`src/rtl/dlut_pkg.sv`:
```
// Package: shared helpers for the differential table evaluator.
// Assumes the curve stays within 32-bit integer range for the chosen widths.
package dlut_pkg;

    // Reference curve: floor(x^2 / 2^shift) - offset, as a signed integer.
    function automatic int curve_point(input int x, input int shift, input int offset);
        return ((x * x) >>> shift) - offset;
    endfunction

endpackage

```
`src/rtl/dlut_addr_gen.sv`:
```
// Module: dlut_addr_gen
// Splits the argument into a block address (base table and top bank), a row
// address (other banks), and a thermometer mask of the banks to be summed.
// Assumes DELTA is a power of two, at least 2.
module dlut_addr_gen #(
    parameter int IN_W  = 8,
    parameter int DELTA = 4,
    localparam int LG     = $clog2(DELTA),
    localparam int ROW_W  = IN_W - LG,
    localparam int BLK_W  = IN_W - LG - 1
) (
    input  logic [IN_W-1:0]  arg,
    output logic [BLK_W-1:0] blk_addr,
    output logic [ROW_W-1:0] row_addr,
    output logic [DELTA-1:0] sel
);

    // Address split: block index drops the half bit, row index keeps it.
    always_comb begin
        blk_addr = arg[IN_W-1:LG+1];
        row_addr = arg[IN_W-1:LG];
    end

    // Thermometer mask: ones shifted by position, inverted in the upper half.
    always_comb begin
        sel = ({DELTA{1'b1}} << arg[LG-1:0]) ^ {DELTA{arg[LG]}};
    end

endmodule

```
`src/rtl/dlut_tables.sv`:
```
// Module: dlut_tables
// Holds the base table (one value per 2*DELTA inputs, at the block midpoint)
// and DELTA banks of adjacent-value differences. Banks 0..DELTA-2 have two rows
// per block. Bank DELTA-1 has one row per block and is read with the block
// address. All contents are computed at elaboration. Assumes every difference
// fits DIFF_W-bit two's complement and every value fits OUT_W bits.
module dlut_tables
    import dlut_pkg::*;
#(
    parameter int IN_W         = 8,
    parameter int DELTA        = 4,
    parameter int OUT_W        = 12,
    parameter int DIFF_W       = 7,
    parameter int CURVE_SHIFT  = 4,
    parameter int CURVE_OFFSET = 2048,
    localparam int LG     = $clog2(DELTA),
    localparam int ROW_W  = IN_W - LG,
    localparam int BLK_W  = IN_W - LG - 1,
    localparam int ROWS   = 1 << ROW_W,
    localparam int BLOCKS = 1 << BLK_W
) (
    input  logic [BLK_W-1:0]              blk_addr,
    input  logic [ROW_W-1:0]              row_addr,
    output logic [OUT_W-1:0]              base_val,
    output logic [DELTA-1:0][DIFF_W-1:0]  diff_val
);

    // Base image: f at the midpoint of every block.
    function automatic logic [BLOCKS*OUT_W-1:0] build_base();
        logic [BLOCKS*OUT_W-1:0] img;
        img = '0;
        for (int b = 0; b < BLOCKS; b++) begin
            img[b*OUT_W +: OUT_W] =
                OUT_W'(curve_point(b*2*DELTA + DELTA, CURVE_SHIFT, CURVE_OFFSET));
        end
        return img;
    endfunction

    // Full-depth bank image: lower rows step down, upper rows step up.
    function automatic logic [ROWS*DIFF_W-1:0] build_bank(input int k);
        logic [ROWS*DIFF_W-1:0] img;
        int lo;
        int d;
        img = '0;
        for (int r = 0; r < ROWS; r++) begin
            lo = r * DELTA;
            if ((r % 2) == 0) begin
                d = curve_point(lo + k, CURVE_SHIFT, CURVE_OFFSET)
                  - curve_point(lo + k + 1, CURVE_SHIFT, CURVE_OFFSET);
            end else begin
                d = curve_point(lo + k + 1, CURVE_SHIFT, CURVE_OFFSET)
                  - curve_point(lo + k, CURVE_SHIFT, CURVE_OFFSET);
            end
            img[r*DIFF_W +: DIFF_W] = DIFF_W'(d);
        end
        return img;
    endfunction

    // Half-depth top bank: only the lower-row step next to the midpoint.
    function automatic logic [BLOCKS*DIFF_W-1:0] build_top();
        logic [BLOCKS*DIFF_W-1:0] img;
        int lo;
        int d;
        img = '0;
        for (int b = 0; b < BLOCKS; b++) begin
            lo = b * 2 * DELTA;
            d = curve_point(lo + DELTA - 1, CURVE_SHIFT, CURVE_OFFSET)
              - curve_point(lo + DELTA, CURVE_SHIFT, CURVE_OFFSET);
            img[b*DIFF_W +: DIFF_W] = DIFF_W'(d);
        end
        return img;
    endfunction

    localparam logic [BLOCKS*OUT_W-1:0] BASE_IMG = build_base();

    // Base table read.
    always_comb begin
        base_val = BASE_IMG[int'(blk_addr)*OUT_W +: OUT_W];
    end

    for (genvar k = 0; k < DELTA; k++) begin : g_bank
        if (k == DELTA - 1) begin : g_top
            localparam logic [BLOCKS*DIFF_W-1:0] TOP_IMG = build_top();
            // Top bank read, shared address with the base table.
            always_comb begin
                diff_val[k] = TOP_IMG[int'(blk_addr)*DIFF_W +: DIFF_W];
            end
        end else begin : g_full
            localparam logic [ROWS*DIFF_W-1:0] BANK_IMG = build_bank(k);
            // Full-depth bank read by row.
            always_comb begin
                diff_val[k] = BANK_IMG[int'(row_addr)*DIFF_W +: DIFF_W];
            end
        end
    end

endmodule

```
`src/rtl/dlut_mask.sv`:
```
// Module: dlut_mask
// Gates each bank output with its select bit (AND), so unselected banks give
// zero. Purely combinational.
module dlut_mask #(
    parameter int DELTA  = 4,
    parameter int DIFF_W = 7
) (
    input  logic [DELTA-1:0]              sel,
    input  logic [DELTA-1:0][DIFF_W-1:0]  diff_val,
    output logic [DELTA-1:0][DIFF_W-1:0]  dsel
);

    for (genvar k = 0; k < DELTA; k++) begin : g_and
        // Replicated select bit ANDed with the bank word.
        always_comb begin
            dsel[k] = diff_val[k] & {DIFF_W{sel[k]}};
        end
    end

endmodule

```
`src/rtl/dlut_signed_sum.sv`:
```
// Module: dlut_signed_sum
// Adds the base value and DELTA signed differences as unsigned operands.
// Each sign bit is inverted, and one folded constant carries every negative
// weight. The result is taken modulo 2^OUT_W. Assumes the true sum fits
// OUT_W bits and that OUT_W > DIFF_W.
module dlut_signed_sum #(
    parameter int DELTA  = 4,
    parameter int OUT_W  = 12,
    parameter int DIFF_W = 7,
    localparam int PAD      = OUT_W - DIFF_W,
    localparam int FOLD_INT = -(1 << (OUT_W - 1)) - DELTA * (1 << (DIFF_W - 1)),
    localparam logic [OUT_W-1:0] FOLD = OUT_W'(FOLD_INT)
) (
    input  logic [OUT_W-1:0]              base_val,
    input  logic [DELTA-1:0][DIFF_W-1:0]  dsel,
    output logic [OUT_W-1:0]              sum
);

    logic [DELTA-1:0][OUT_W-1:0] opnd;

    for (genvar k = 0; k < DELTA; k++) begin : g_op
        // Unsigned operand: sign bit inverted, zero-extended.
        always_comb begin
            opnd[k] = {{PAD{1'b0}}, ~dsel[k][DIFF_W-1], dsel[k][DIFF_W-2:0]};
        end
    end

    // Accumulate the base (sign inverted), the folded constant and all operands.
    always_comb begin
        logic [OUT_W-1:0] acc;
        acc = {~base_val[OUT_W-1], base_val[OUT_W-2:0]} + FOLD;
        for (int k = 0; k < DELTA; k++) begin
            acc = acc + opnd[k];
        end
        sum = acc;
    end

endmodule

```
`src/rtl/dlut_eval.sv`:
```
// Module: dlut_eval (top)
// Fully random-access evaluator. It combines the address/mask generation, the
// tables, the masking and the signed sum, and registers the result with one
// cycle of latency. Assumes DELTA is a power of two, at least 2.
module dlut_eval #(
    parameter int IN_W         = 8,
    parameter int DELTA        = 4,
    parameter int OUT_W        = 12,
    parameter int DIFF_W       = 7,
    parameter int CURVE_SHIFT  = 4,
    parameter int CURVE_OFFSET = 2048
) (
    input  logic             clk,
    input  logic             rst_n,
    input  logic [IN_W-1:0]  arg,
    output logic [OUT_W-1:0] result
);

    localparam int LG    = $clog2(DELTA);
    localparam int ROW_W = IN_W - LG;
    localparam int BLK_W = IN_W - LG - 1;

    logic [BLK_W-1:0]             blk_addr;
    logic [ROW_W-1:0]             row_addr;
    logic [DELTA-1:0]             sel;
    logic [OUT_W-1:0]             base_val;
    logic [DELTA-1:0][DIFF_W-1:0] diff_val;
    logic [DELTA-1:0][DIFF_W-1:0] dsel;
    logic [OUT_W-1:0]             sum;

    dlut_addr_gen #(.IN_W(IN_W), .DELTA(DELTA)) u_addr (
        .arg      (arg),
        .blk_addr (blk_addr),
        .row_addr (row_addr),
        .sel      (sel)
    );

    dlut_tables #(
        .IN_W(IN_W), .DELTA(DELTA), .OUT_W(OUT_W), .DIFF_W(DIFF_W),
        .CURVE_SHIFT(CURVE_SHIFT), .CURVE_OFFSET(CURVE_OFFSET)
    ) u_tab (
        .blk_addr (blk_addr),
        .row_addr (row_addr),
        .base_val (base_val),
        .diff_val (diff_val)
    );

    dlut_mask #(.DELTA(DELTA), .DIFF_W(DIFF_W)) u_mask (
        .sel      (sel),
        .diff_val (diff_val),
        .dsel     (dsel)
    );

    dlut_signed_sum #(.DELTA(DELTA), .OUT_W(OUT_W), .DIFF_W(DIFF_W)) u_sum (
        .base_val (base_val),
        .dsel     (dsel),
        .sum      (sum)
    );

    // Output register with synchronous active-low clear.
    always_ff @(posedge clk) begin
        if (!rst_n) begin
            result <= '0;
        end else begin
            result <= sum;
        end
    end

    // Position within the row, used by the mask checks below.
    logic [LG-1:0] pos;
    always_comb begin
        pos = arg[LG-1:0];
    end

    // a low reset at an edge leaves result at zero after it.
    p_reset_clear_r1: assert property (@(posedge clk)
        !rst_n |=> result == '0);

    // lower half selects DELTA - pos banks, including the top bank.
    p_lower_chain_r5: assert property (@(posedge clk) disable iff (!rst_n)
        !arg[LG] |-> ($countones(sel) == DELTA - int'(pos)) && sel[DELTA-1]);

    // upper half selects pos banks and never the half-depth top bank.
    p_upper_chain_r6: assert property (@(posedge clk) disable iff (!rst_n)
        arg[LG] |-> ($countones(sel) == int'(pos)) && !sel[DELTA-1]);

    // at a block midpoint no difference reaches the sum.
    p_midpoint_bare_r4: assert property (@(posedge clk) disable iff (!rst_n)
        (arg[LG] && pos == '0) |-> dsel == '0);

    for (genvar k = 0; k < DELTA; k++) begin : g_chk
        // an unselected bank contributes a zero word.
        p_masked_zero_r7: assert property (@(posedge clk) disable iff (!rst_n)
            !sel[k] |-> dsel[k] == '0);
    end

endmodule

```
`config.mk`:
```
export PLATFORM = sky130hd
export DESIGN_NAME = dlut_eval
export DESIGN_NICKNAME = d
export VERILOG_FILES = /design/src/rtl/dlut_pkg.sv /design/src/rtl/dlut_addr_gen.sv /design/src/rtl/dlut_tables.sv /design/src/rtl/dlut_mask.sv /design/src/rtl/dlut_signed_sum.sv /design/src/rtl/dlut_eval.sv
export SDC_FILE = /design/constraint.sdc
export NUM_CORES = 1
export LEC_CHECK = 0
export ABC_AREA = 1
export BUFFER_PORTS_ARGS = -buffer_cell sky130_fd_sc_hd__buf_2
export CAP_MARGIN = 20
export CORE_ASPECT_RATIO = 0.9
export CORE_MARGIN = 5
export CORE_UTILIZATION = 62
export CTS_BUF_LIST = sky130_fd_sc_hd__clkbuf_2
export CTS_CLUSTER_DIAMETER = 40
export CTS_CLUSTER_SIZE = 40
export DETAILED_ROUTE_END_ITERATION = 6
export PLACE_DENSITY = 0.85
export SLEW_MARGIN = 15
export SYNTH_ARGS = -nofsm -noshare
export SYNTH_HDL_FRONTEND = slang
export SYNTH_SLANG_ARGS = --single-unit
```
`constraint.sdc`:
```
create_clock -name clk -period 6.1 [get_ports clk]
set_clock_uncertainty 0.2 [all_clocks]
set_input_delay 1.22 -clock clk [delete_from_list [all_inputs] [get_ports clk]]
set_output_delay 1.22 -clock clk [all_outputs]
set_load 0.01 [all_outputs]
```
# Word level (Yosys, flattened, before mapping)
# Index checks and enable logic that the tools add are counted.
# totals
elab_cells,24
inputBits,10
output_inout_bits,12
regBits,12
# classes
bitwise_logic,10
shifts,5
n_addsub,5
mul,3
# ops
op,n
$shiftx A448 B32 Y7 const A,2
$shiftx A384 B32 Y12 const A,1
$shiftx A224 B32 Y7 const A,1
$add A12 B7 Y12,4
$and A7 B7 Y7,4
$add A12 B11 Y12 const B,1
$mul A6 B3 Y9 const B,1
$mul A5 B3 Y8 const B,1
$mul A5 B2 Y7 const B,1
$not A1 Y1,5
$shl A4 B2 Y4 const A,1
$xor A4 B4 Y4,1

# Depth between registers and ports, before layout
# Gate-level depths: netlist of run 1.
# logic_depth
depth_word,8
mapped_depth,26
mapped_depth_nobuf,26

# By module
# Synthesis of run 1 repeated with hierarchy kept, for this count alone.
# hier_totals
cells_unflattened,444
area_unflattened_um2,2711.4
# by_module_without_submodules
module,area_per_inst_um2,seq_area_each_um2,cells_each,instances
dlut_signed_sum,1285.0,0.0,199,1
dlut_tables,747.0,0.0,131,1
dlut_eval,341.6,240.2,37,1
dlut_mask,210.2,0.0,56,1
dlut_addr_gen,127.6,0.0,21,1

# Worst setup path after synthesis of run 1
# OpenSTA, ideal clock, no wires.
# synth_timing
kind,input -> register
from,input port arg[2]
to,register result[6]
required_time_ns,5.842
cell_stages,20
arrival_ns,4.899
slack_ns,0.944
n_path_buf,1
setup_time_ns,0.058
path_cell_list,buf_4 > inv_2 > ha_1 > nor2_1 > nand2_1 > nand2_2 > nor2_1 > o21ai_1 > nor2_1 > fa_1 > fa_1 > inv_1 > fa_1 > inv_1 > ha_1 > or2_1 > nand2_1 > o21ai_1 > a21oi_1 > o21a_1
# synth_via
elab_chain_len,8
word_cells_on_any_way,16
classes_between,add/sub: 4; mul: 1; shift: 2; bitwise: 9
# synth_lines
element,line_no,source
"start, declared",dlut_eval.sv:15,"input logic [IN_W-1:0] arg,"
$mul A6 B3 Y9,dlut_tables.sv:92,diff_val[k] = BANK_IMG[int'(row_addr)*DIFF_W +: DIFF_W];
$shiftx A448 B32 Y7,dlut_tables.sv:92,
$and A7 B7 Y7,dlut_mask.sv:16,dsel[k] = diff_val[k] & {DIFF_W{sel[k]}};
$not A1 Y1,dlut_signed_sum.sv:24,"opnd[k] = {{PAD{1'b0}}, ~dsel[k][DIFF_W-1], dsel[k][DIFF_W-2:0]};"
$add A12 B7 Y12 (3 in series),dlut_signed_sum.sv:33,acc = acc + opnd[k];
$add A12 B7 Y12 (*),dlut_signed_sum.sv:33,
"end signal, assigned",dlut_eval.sv:65,result <= sum;
"end, declared",dlut_eval.sv:16,output logic [OUT_W-1:0] result
# Every way passes the cells marked *; elsewhere a longest branch is shown, timed or not.
# A chain may end at the register's enable or synchronous reset.

# Final worst setup path of run 1
# Ends and elaborated chain as after synthesis.

==> out/qor.yml, run 1 <==
finish:
  top_regs: "result: 12 flops"
  largest_register: "result"
  nets: 396
  drive_above_1_share_pct: 14.0
  diodes: 0
  area_growth_pct: 5.66
  largest_reg_flops: 12
  fillerInstances: 313
outcome:
  status: "finished clean"
clock_tree:
  cts_tree: "yes"
  cts_root_buffer: "clkbuf_2"
  cts_setup_buffers: 0
  cts_resized: 0
  clock_path_buffers: 2
  cts.htree.levels: 1
  cts.sinks: 12
  cts_hold_buf: 0
  numCtsBuffers: 3
  path_clk_slew_ns: 0.10
timing:
  rsz0062_at_grt: "no"
  max_freq_mhz: 184
  min_period_ns: 5.43
  worst_slew_pin_slew_ns: 0.382
  slew_viol_final: 0
  maxSlewHeadroom_pct: 74.2
  fin_crit_sh_pct: 88.9
  hold_viol: 0
  finalSetupViolCount: 0
  setup_tns_ns: 0
logic_synthesis:
  synth_top_area_cell: "ha_1"
  synthMuxAreaShare_pct: 0
  synth_async_sr_flop_share_pct: 0
  netlist_area_mm2: 0.00217
  synth_area_leaders: "ha_1, fa_1, nand2_1"
  ys_seq_area_share_pct: 11.1
  synth_ff_type: "dfxtp_1"
  yosys.cell_types.count: 31
  synth_edf_count: 0
  synth_top_family_by_area: "adder cells"
  synth_simple_gate_area_share_pct: 26.4
  ys_ff_latch: 12
  synth-compound-area-share_pct: 14.5
  syn_inst: 317
  synth_most_common_cell: "nand2_1"
  avgSynthCellArea_um2: 6.84
  synth_nets: 376
  yosysWarnings: 0
  yosys.area.top_type_share_pct: 17.9
  synth_adder_area_share_pct: 34.5
  synth_xor_area_share_pct: 1.21
  synth_common_cells: "nand2_1, inv_1, nor2_1"
die:
  fp.coreArea_mm2: 0.00338
  die_height_um: 66.1
  die_w_um: 72.3
  ios: 22
  initial_utilization_pct: 64.1
  rows: 20
  fp.dieArea_mm2: 0.00478
detailed_routing:
  routed_wl_mm: 4.53
  vias: 2019
  ant_nets: 0
  drtIter0Drc: 157
  wl_per_cell_um: 11.9
  drtPass1Iterations: 5
  drc_errors: 0
  avgViaCountPerCell: 5.33
place:
  place_congestion: 0.917
  dp_hpwl_mm: 3.81
  io_buffers: 21
grt:
  grt_pass1_vias: 1809
  antenna_found_initial: 0
  grt_pass1_wl_mm: 8.00
  grt_start_max_net_pins: 22
  grt_usage_pct: 20.5
  grt-ovfl-total: 0
worst_hold_path:
  min_to: "result[1]$_SDFF_PN0_"
  min-delay-path-class: "input pin to flop"
  hold_start: "rst_n"
  hold_path_depth: 3
power_and_ir_drop:
  power.density_mw_per_mm2: 300
  peakVddDrop_mv: 0.156
  p_leak_nw: 1.30
  power_mw: 0.687
worst_setup_path:
  endpoint_kind: "flop"
  crit_fanout: 14
  crit_type: "input pin to flop"
  crit_required_ns: 6.10
  start_kind: "input pin"
  arrival_ns: 5.43
flow_run:
  cap_violations: 0
[worst max path at each step]
stage / endpoint / depth (start not counted) / start / slack, ns
global route: result[6]$_SDFF_PN0_ / 20 / arg[2] / 0.44
detailed placement: result[6]$_SDFF_PN0_ / 20 / arg[2] / 0.39
floorplan: result[6]$_SDFF_PN0_ / 20 / arg[2] / 0.94
global placement: result[6]$_SDFF_PN0_ / 20 / arg[2] / 0.48
finish: result[6]$_SDFF_PN0_ / 20 / arg[2] / 0.67
CTS: result[6]$_SDFF_PN0_ / 20 / arg[2] / 0.66
[cells in the final DEF (no fill, tap or decap)]
cell / Yosys / routed
a21oi_1: 20 / 20
clkbuf_2: 0 / 3
a21o_1: 1 / 1
nand3_1: 11 / 11
dfxtp_1: 12 / 12
o21bai_1: 1 / 1
nor2_2: 2 / 2
o21ai_0: 14 / 14
nand2_1: 69 / 69
a21boi_4: 1 / 1
ha_1: 31 / 31
o21a_1: 2 / 2
xor2_1: 1 / 1
a211oi_1: 3 / 3
xnor2_1: 2 / 2
nand2_2: 6 / 6
o21ai_2: 3 / 3
fa_1: 18 / 18
inv_2: 8 / 8
nand4_1: 2 / 2
nor2_1: 42 / 42
nor2_4: 1 / 1
nor3_1: 2 / 2
inv_1: 47 / 47
nand3_2: 1 / 1
o21ai_1: 8 / 8
or2_1: 1 / 1
o211ai_1: 1 / 1
inv_4: 1 / 1
buf_2: 0 / 21
[final cells by class]
type,instances,area [µm²],share of cell area [%]
Tap cell,44,55.1,2.40
Multi-Input combinational cell,243,1660,72.6
Clock buffer,3,15.0,0.656
Sequential cell,12,240,10.5
Inverter,56,213,9.29
Timing Repair Buffer,21,105,4.59
[kinds of logic after synthesis]
logic type | Yosys count
flip-flops | 12
AND/OR/NAND/NOR | 137
adder cells (fa/ha/maj) | 49
AO/OA/AOI/OAI | 54
buffers and inverters | 62
XOR/XNOR | 3
[through the flow]
step	setup slack (ns)	util, %	instance area, µm²	std cells	hold WS [ns]
final	0.674	67.8	2290	379	1.09
after global routing	0.441	67.8	2290	379	1.08
after CTS	0.664	67.8	2290	379	1.07
after detailed placement	0.387	67.3	2270	376	1.35
after global placement	0.477	67.3	2270	376	1.34
after floorplan	0.944	-	2170	317	1.14
[critical path: stages]
cell     delay (ns)
buf_2          0.29
inv_2          0.14
ha_1           0.25
nor2_1         0.24
nand2_1        0.13
nand2_2        0.10
nor2_1         0.04
o21ai_1        0.17
nor2_1         0.09
fa_1           0.49
fa_1           0.56
inv_1          0.06
fa_1           0.52
inv_1          0.04
ha_1           0.36
or2_1          0.25
nand2_1        0.11
o21ai_1        0.10
a21oi_1        0.15
o21a_1         0.12
[report_power, final]
part           internal [mW]  total (mW)  switching [mW]  leakage (nW)
Combinational          0.200       0.535           0.334          1.19
Clock                 0.0134      0.0364          0.0230        0.0125
Sequential             0.110       0.116         0.00586         0.100
[routing by layer]
metal  vias up  track usage [%]  share of wire (%)
li1       1039                -                  -
met5         -                0                  0
met4         0             2.35               0.88
met2        77             33.6                 45
met3         4             2.43                7.8
met1       899             29.8                 46
Power figures use the tool's default switching activity.
==> inputs of run 2 (changes only) <==
--- a/config.mk
+++ b/config.mk
@@ -9,7 +9,6 @@
 export BUFFER_PORTS_ARGS = -buffer_cell sky130_fd_sc_hd__buf_2
 export CAP_MARGIN = 20
 export CORE_ASPECT_RATIO = 0.9
-export CORE_MARGIN = 5
 export CORE_UTILIZATION = 62
 export CTS_BUF_LIST = sky130_fd_sc_hd__clkbuf_2
 export CTS_CLUSTER_DIAMETER = 40
==> out/qor.yml, run 2 (synthesis results as in run 1) <==
worst_setup_path:
  cp_cell_sequence: "buf_2 -> inv_1 -> ha_1 -> nor2_1 -> nand2_1 -> nand2_2 -> nor2_1 -> o21ai_1 -> nor2_1 -> fa_1 -> fa_1 -> inv_1 -> fa_1 -> inv_1 -> ha_1 -> or2_1 -> nand2_1 -> o21ai_1 -> a21oi_1 -> o21a_1"
  crit_buf_inv: 4
  crit_family: "adder cells"
  arrival_ns: 5.34
  max_stage_delay_ns: 0.55
  crit_required_ns: 6.12
  endpoint_kind: "flop"
  crit_fanout: 8
  cp_slowest_cell: "fa_1"
  crit_type: "input pin to flop"
  start_kind: "input pin"
  cp.depth: 20
timing:
  fin_crit_sh_pct: 87.3
  min_period_ns: 5.32
  maxSlewHeadroom_pct: 71.4
  slew_viol_final: 0
  postLayoutSetupSlackWorst_ns: 0.776
  finalSetupViolCount: 0
  worst_slew_pin_slew_ns: 0.427
  hold_viol: 0
  setup_tns_ns: 0
  finalHoldWorstSlack_ns: 1.07
  rsz0062_at_grt: "no"
  max_freq_mhz: 188
detailed_routing:
  drtIter0Drc: 153
  wl_per_cell_um: 11.7
  drtPass1Iterations: 5
  routed_wl_mm: 4.44
  drc_errors: 0
  ant_nets: 0
  vias: 2049
  avgViaCountPerCell: 5.42
power_and_ir_drop:
  power.density_mw_per_mm2: 301
  peakVddDrop_mv: 0.255
  power_mw: 0.690
  p_leak_nw: 1.31
finish:
  area_growth_pct: 5.89
  final_cell_mix: "nand2_1, inv_1, nor2_1"
  diodes: 0
  top_regs: "result: 12 flops"
  largest_register: "result"
  instances_no_fill: 378
  fillerInstances: 299
  fin_area_mm2: 0.00229
  drive_above_1_share_pct: 14.3
  fin_util_pct: 72.0
  mostFrequentLayoutCell: "nand2_1"
  nets: 397
  largest_reg_flops: 12
clock_tree:
  cts.sinks: 12
  numCtsBuffers: 3
  path_clk_slew_ns: 0.11
  cts_hold_buf: 0
  cts.htree.levels: 1
  clock_path_buffers: 2
  cts_root_buffer: "clkbuf_2"
  cts_tree: "yes"
  cts_resized: 0
  cts_setup_buffers: 0
grt:
  grt-ovfl-total: 0
  grt_usage_pct: 26.6
  antenna_found_initial: 0
  grt_pass1_vias: 1843
  grt_start_max_net_pins: 22
  grt_pass1_wl_mm: 7.86
place:
  dpl_cell_area_mm2: 0.00228
  placed_cells: 375
  io_buffers: 21
  dp_hpwl_mm: 3.75
  dp_slack_ns: 0.531
  place_congestion: 0.945
die:
  fp.coreArea_mm2: 0.00319
  rows: 19
  die_w_um: 64.3
  die_height_um: 58.1
  initial_utilization_pct: 68.0
  ios: 22
  fp.dieArea_mm2: 0.00374
flow_run:
  cap_violations: 0
outcome:
  status: "finished clean"
worst_hold_path:
  min-delay-path-class: "input pin to flop"
  hold_path_depth: 3
==> run 2: changes by cell type in the layout (fill, tap and decap cells not counted), sizes merged <==
cell	delta
buf	+1
==> run 2: power breakdown <==
part           internal, mW  switching, mW
Combinational         0.200          0.336
Clock                0.0134         0.0251
Sequential            0.110        0.00611
Total                 0.324          0.367
==> run 2: worst paths after layout <==
check / start / end / slack (ns)
max: arg[3] / result[6]$_SDFF_PN0_ / 0.78
min: rst_n / result[2]$_SDFF_PN0_ / 1.07
==> run 2: layout make-up <==
type                    count  area [µm²]  area share (%)
clock buffers               3        15.0           0.654
inverters                  56         213            9.27
multi-input cells         243        1660            72.4
flip-flops and latches     12         240            10.5
well taps                  42        52.6            2.29
repair buffers             22         113            4.91
==> run 2: layer usage <==
metal  wire, µm  up-vias  GRT usage [%]
met4         46        0           4.44
met5          0        -              0
li1           -     1038              -
met3        336        8           4.53
met2       1910       82           42.3
met1       2140      921           38.6
==> inputs of run 3 (changes only) <==
--- a/config.mk
+++ b/config.mk
@@ -6,16 +6,17 @@
 export NUM_CORES = 1
 export LEC_CHECK = 0
 export ABC_AREA = 1
-export BUFFER_PORTS_ARGS = -buffer_cell sky130_fd_sc_hd__buf_2
 export CAP_MARGIN = 20
 export CORE_ASPECT_RATIO = 0.9
-export CORE_UTILIZATION = 62
+export CORE_UTILIZATION = 65
 export CTS_BUF_LIST = sky130_fd_sc_hd__clkbuf_2
 export CTS_CLUSTER_DIAMETER = 40
 export CTS_CLUSTER_SIZE = 40
 export DETAILED_ROUTE_END_ITERATION = 6
-export PLACE_DENSITY = 0.85
+export DONT_BUFFER_PORTS = 1
+export PLACE_DENSITY = 0.83
 export SLEW_MARGIN = 15
 export SYNTH_ARGS = -nofsm -noshare
 export SYNTH_HDL_FRONTEND = slang
+export SYNTH_HIERARCHICAL = 1
 export SYNTH_SLANG_ARGS = --single-unit
==> out/qor.yml, run 3 <==
outcome:
  status: "finished clean"
finish:
  final_cell_mix: "nand2_1, inv_1, ha_1"
  mostFrequentLayoutCell: "nand2_1"
  area_growth_pct: -4.85
  largest_reg_flops: 12
  nets: 480
  instances_no_fill: 467
  top_regs: "result: 12 flops"
  largest_register: "result"
  diodes: 0
  drive_above_1_share_pct: 5.70
logic_synthesis:
  yosys.area.top_type_share_pct: 19.2
  syn_inst: 444
  synth_edf_count: 0
  avgSynthCellArea_um2: 6.11
  ys_ff_latch: 12
  netlist_area_mm2: 0.00271
  synth_area_leaders: "nand2_1, inv_1, fa_1"
  synth_ff_type: "dfxtp_1"
  ys_seq_area_share_pct: 8.86
  yosys.cell_types.count: 29
  synth_common_cells: "nand2_1, inv_1, ha_1"
  synth_top_area_cell: "nand2_1"
  synth_async_sr_flop_share_pct: 0
  yosysWarnings: 6
  synth_most_common_cell: "nand2_1"
place:
  dp_slack_ns: 0.958
  place_congestion: 0.906
  placed_cells: 463
  dp_hpwl_mm: 3.96
  io_buffers: 0
detailed_routing:
  drc_errors: 0
  wl_per_cell_um: 10.2
  ant_nets: 0
  routed_wl_mm: 4.76
  drtPass1Iterations: 4
  vias: 2272
  avgViaCountPerCell: 4.87
  drtIter0Drc: 163
clock_tree:
  cts_resized: 0
  cts_hold_buf: 0
  path_clk_slew_ns: 0.11
  clock_path_buffers: 2
  cts_root_buffer: "clkbuf_2"
  cts_setup_buffers: 0
  numCtsBuffers: 3
  cts_tree: "yes"
  cts.htree.levels: 1
  cts.sinks: 12
worst_hold_path:
  min_to: "result[6]$_SDFF_PN0_"
  hold_start: "rst_n"
  min-delay-path-class: "input pin to flop"
  hold_path_depth: 2
timing:
  maxSlewHeadroom_pct: 59.0
  setup_tns_ns: 0
  hold_viol: 0
  postLayoutSetupSlackWorst_ns: 1.22
  finalHoldWorstSlack_ns: 0.847
  slew_viol_final: 0
  worst_slew_pin_slew_ns: 0.611
  finalSetupViolCount: 0
  min_period_ns: 4.88
  max_freq_mhz: 205
  rsz0062_at_grt: "no"
  fin_crit_sh_pct: 80.0
worst_setup_path:
  crit_type: "input pin to flop"
  arrival_ns: 4.84
  crit_fanout: 8
  endpoint_kind: "flop"
  start_kind: "input pin"
  crit_required_ns: 6.06
power_and_ir_drop:
  p_leak_nw: 1.80
  power.density_mw_per_mm2: 286
  power.internal_mw: 0.340
  peakVddDrop_mv: 0.196
  swShare_pct: 53.9
  pwr-share-comb_pct: 76.5
  seqPwrFrac_pct: 18.3
  switchingPower_mw: 0.397
  pwr-share-clk_pct: 5.2
  power_mw: 0.737
grt:
  antenna_found_initial: 0
  grt_pass1_wl_mm: 9.06
  grt_start_max_net_pins: 17
  grt-ovfl-total: 0
  grt_usage_pct: 24.3
  grt_pass1_vias: 2331
die:
  ios: 22
  initial_utilization_pct: 70.2
  fp.coreArea_mm2: 0.00386
  rows: 21
  die_w_um: 70.1
  die_height_um: 63.3
  fp.dieArea_mm2: 0.00443
flow_run:
  cap_violations: 0
-- run 3: worst max path at each step --
| stage | slack (ns) | cells past startpoint | start | endpoint |
|---|---|---|---|---|
| after floorplan | 1.08 | 25 | arg[2] | result[9]$_SDFF_PN0_ |
| after CTS | 1.22 | 24 | arg[2] | result[9]$_SDFF_PN0_ |
| after detailed placement | 0.96 | 24 | arg[2] | result[9]$_SDFF_PN0_ |
| after global placement | 1.01 | 24 | arg[2] | result[9]$_SDFF_PN0_ |
| final | 1.22 | 24 | arg[2] | result[9]$_SDFF_PN0_ |
| after global routing | 0.92 | 24 | arg[2] | result[11]$_SDFF_PN0_ |
-- run 3: power by group through the flow --
stage	clock network, mW	logic [mW]	registers, mW
after detailed placement	0	0.558	0.137
after global routing	0.0454	0.673	0.138
after CTS	0.0404	0.562	0.135
after floorplan	0	0.481	0.135
after global placement	0	0.544	0.138
final	0.0384	0.563	0.135
-- run 3: kinds of logic after synthesis --
logic type                 Yosys count  share of synthesized area, %
and+or+nand+nor                    187                          29.4
other                                2                         0.277
DFF                                 12                          8.86
AOI/OAI and AO/OA                   21                          4.25
xor gates and xnor gates             8                          2.58
buffers and inverters              166                          26.9
adders and majority gates           48                          27.7
-- run 3: worst max-delay path, stage by stage --
cell and delay, ns:
inv_2 0.05, ha_1 0.23, nand2_2 0.10, a21oi_1 0.07, a31oi_1 0.20, nand2_1 0.08, inv_1 0.07, inv_1 0.04
fa_1 0.48, inv_1 0.06, fa_1 0.50, inv_1 0.05, fa_1 0.50, inv_1 0.07, fa_1 0.50, nand2_1 0.09
nand2_1 0.07, and2_4 0.15, nand2_2 0.06, nand2_1 0.05, nand2_1 0.05, nand2_1 0.04, nand2_1 0.06, inv_1 0.03
-- run 3: per-stage QoR --
step	util [%]	area (µm²)
after global placement	66.3	2560
final	66.8	2580
after detailed placement	66.3	2560
after floorplan	-	2720
after CTS	66.8	2580
after global routing	66.8	2580
-- run 3: layout make-up --
cell class                 instances  area (µm²)
clock buffer                       3        15.0
clock inverter                     1        3.75
fill                             354        1280
inverter                         136         510
multi-input combinational        269        1750
sequential                        12         240
tap                               46        57.6
-- run 3: per-layer routing --
metal  track usage (%)  part of all wire (%)  up-vias
li1                  -                     -     1191
met1              29.9                    47     1026
met2              45.7                    49       51
met3              3.68                   4.4        4
met4              3.00                  0.53        0
met5                 0                     0        -
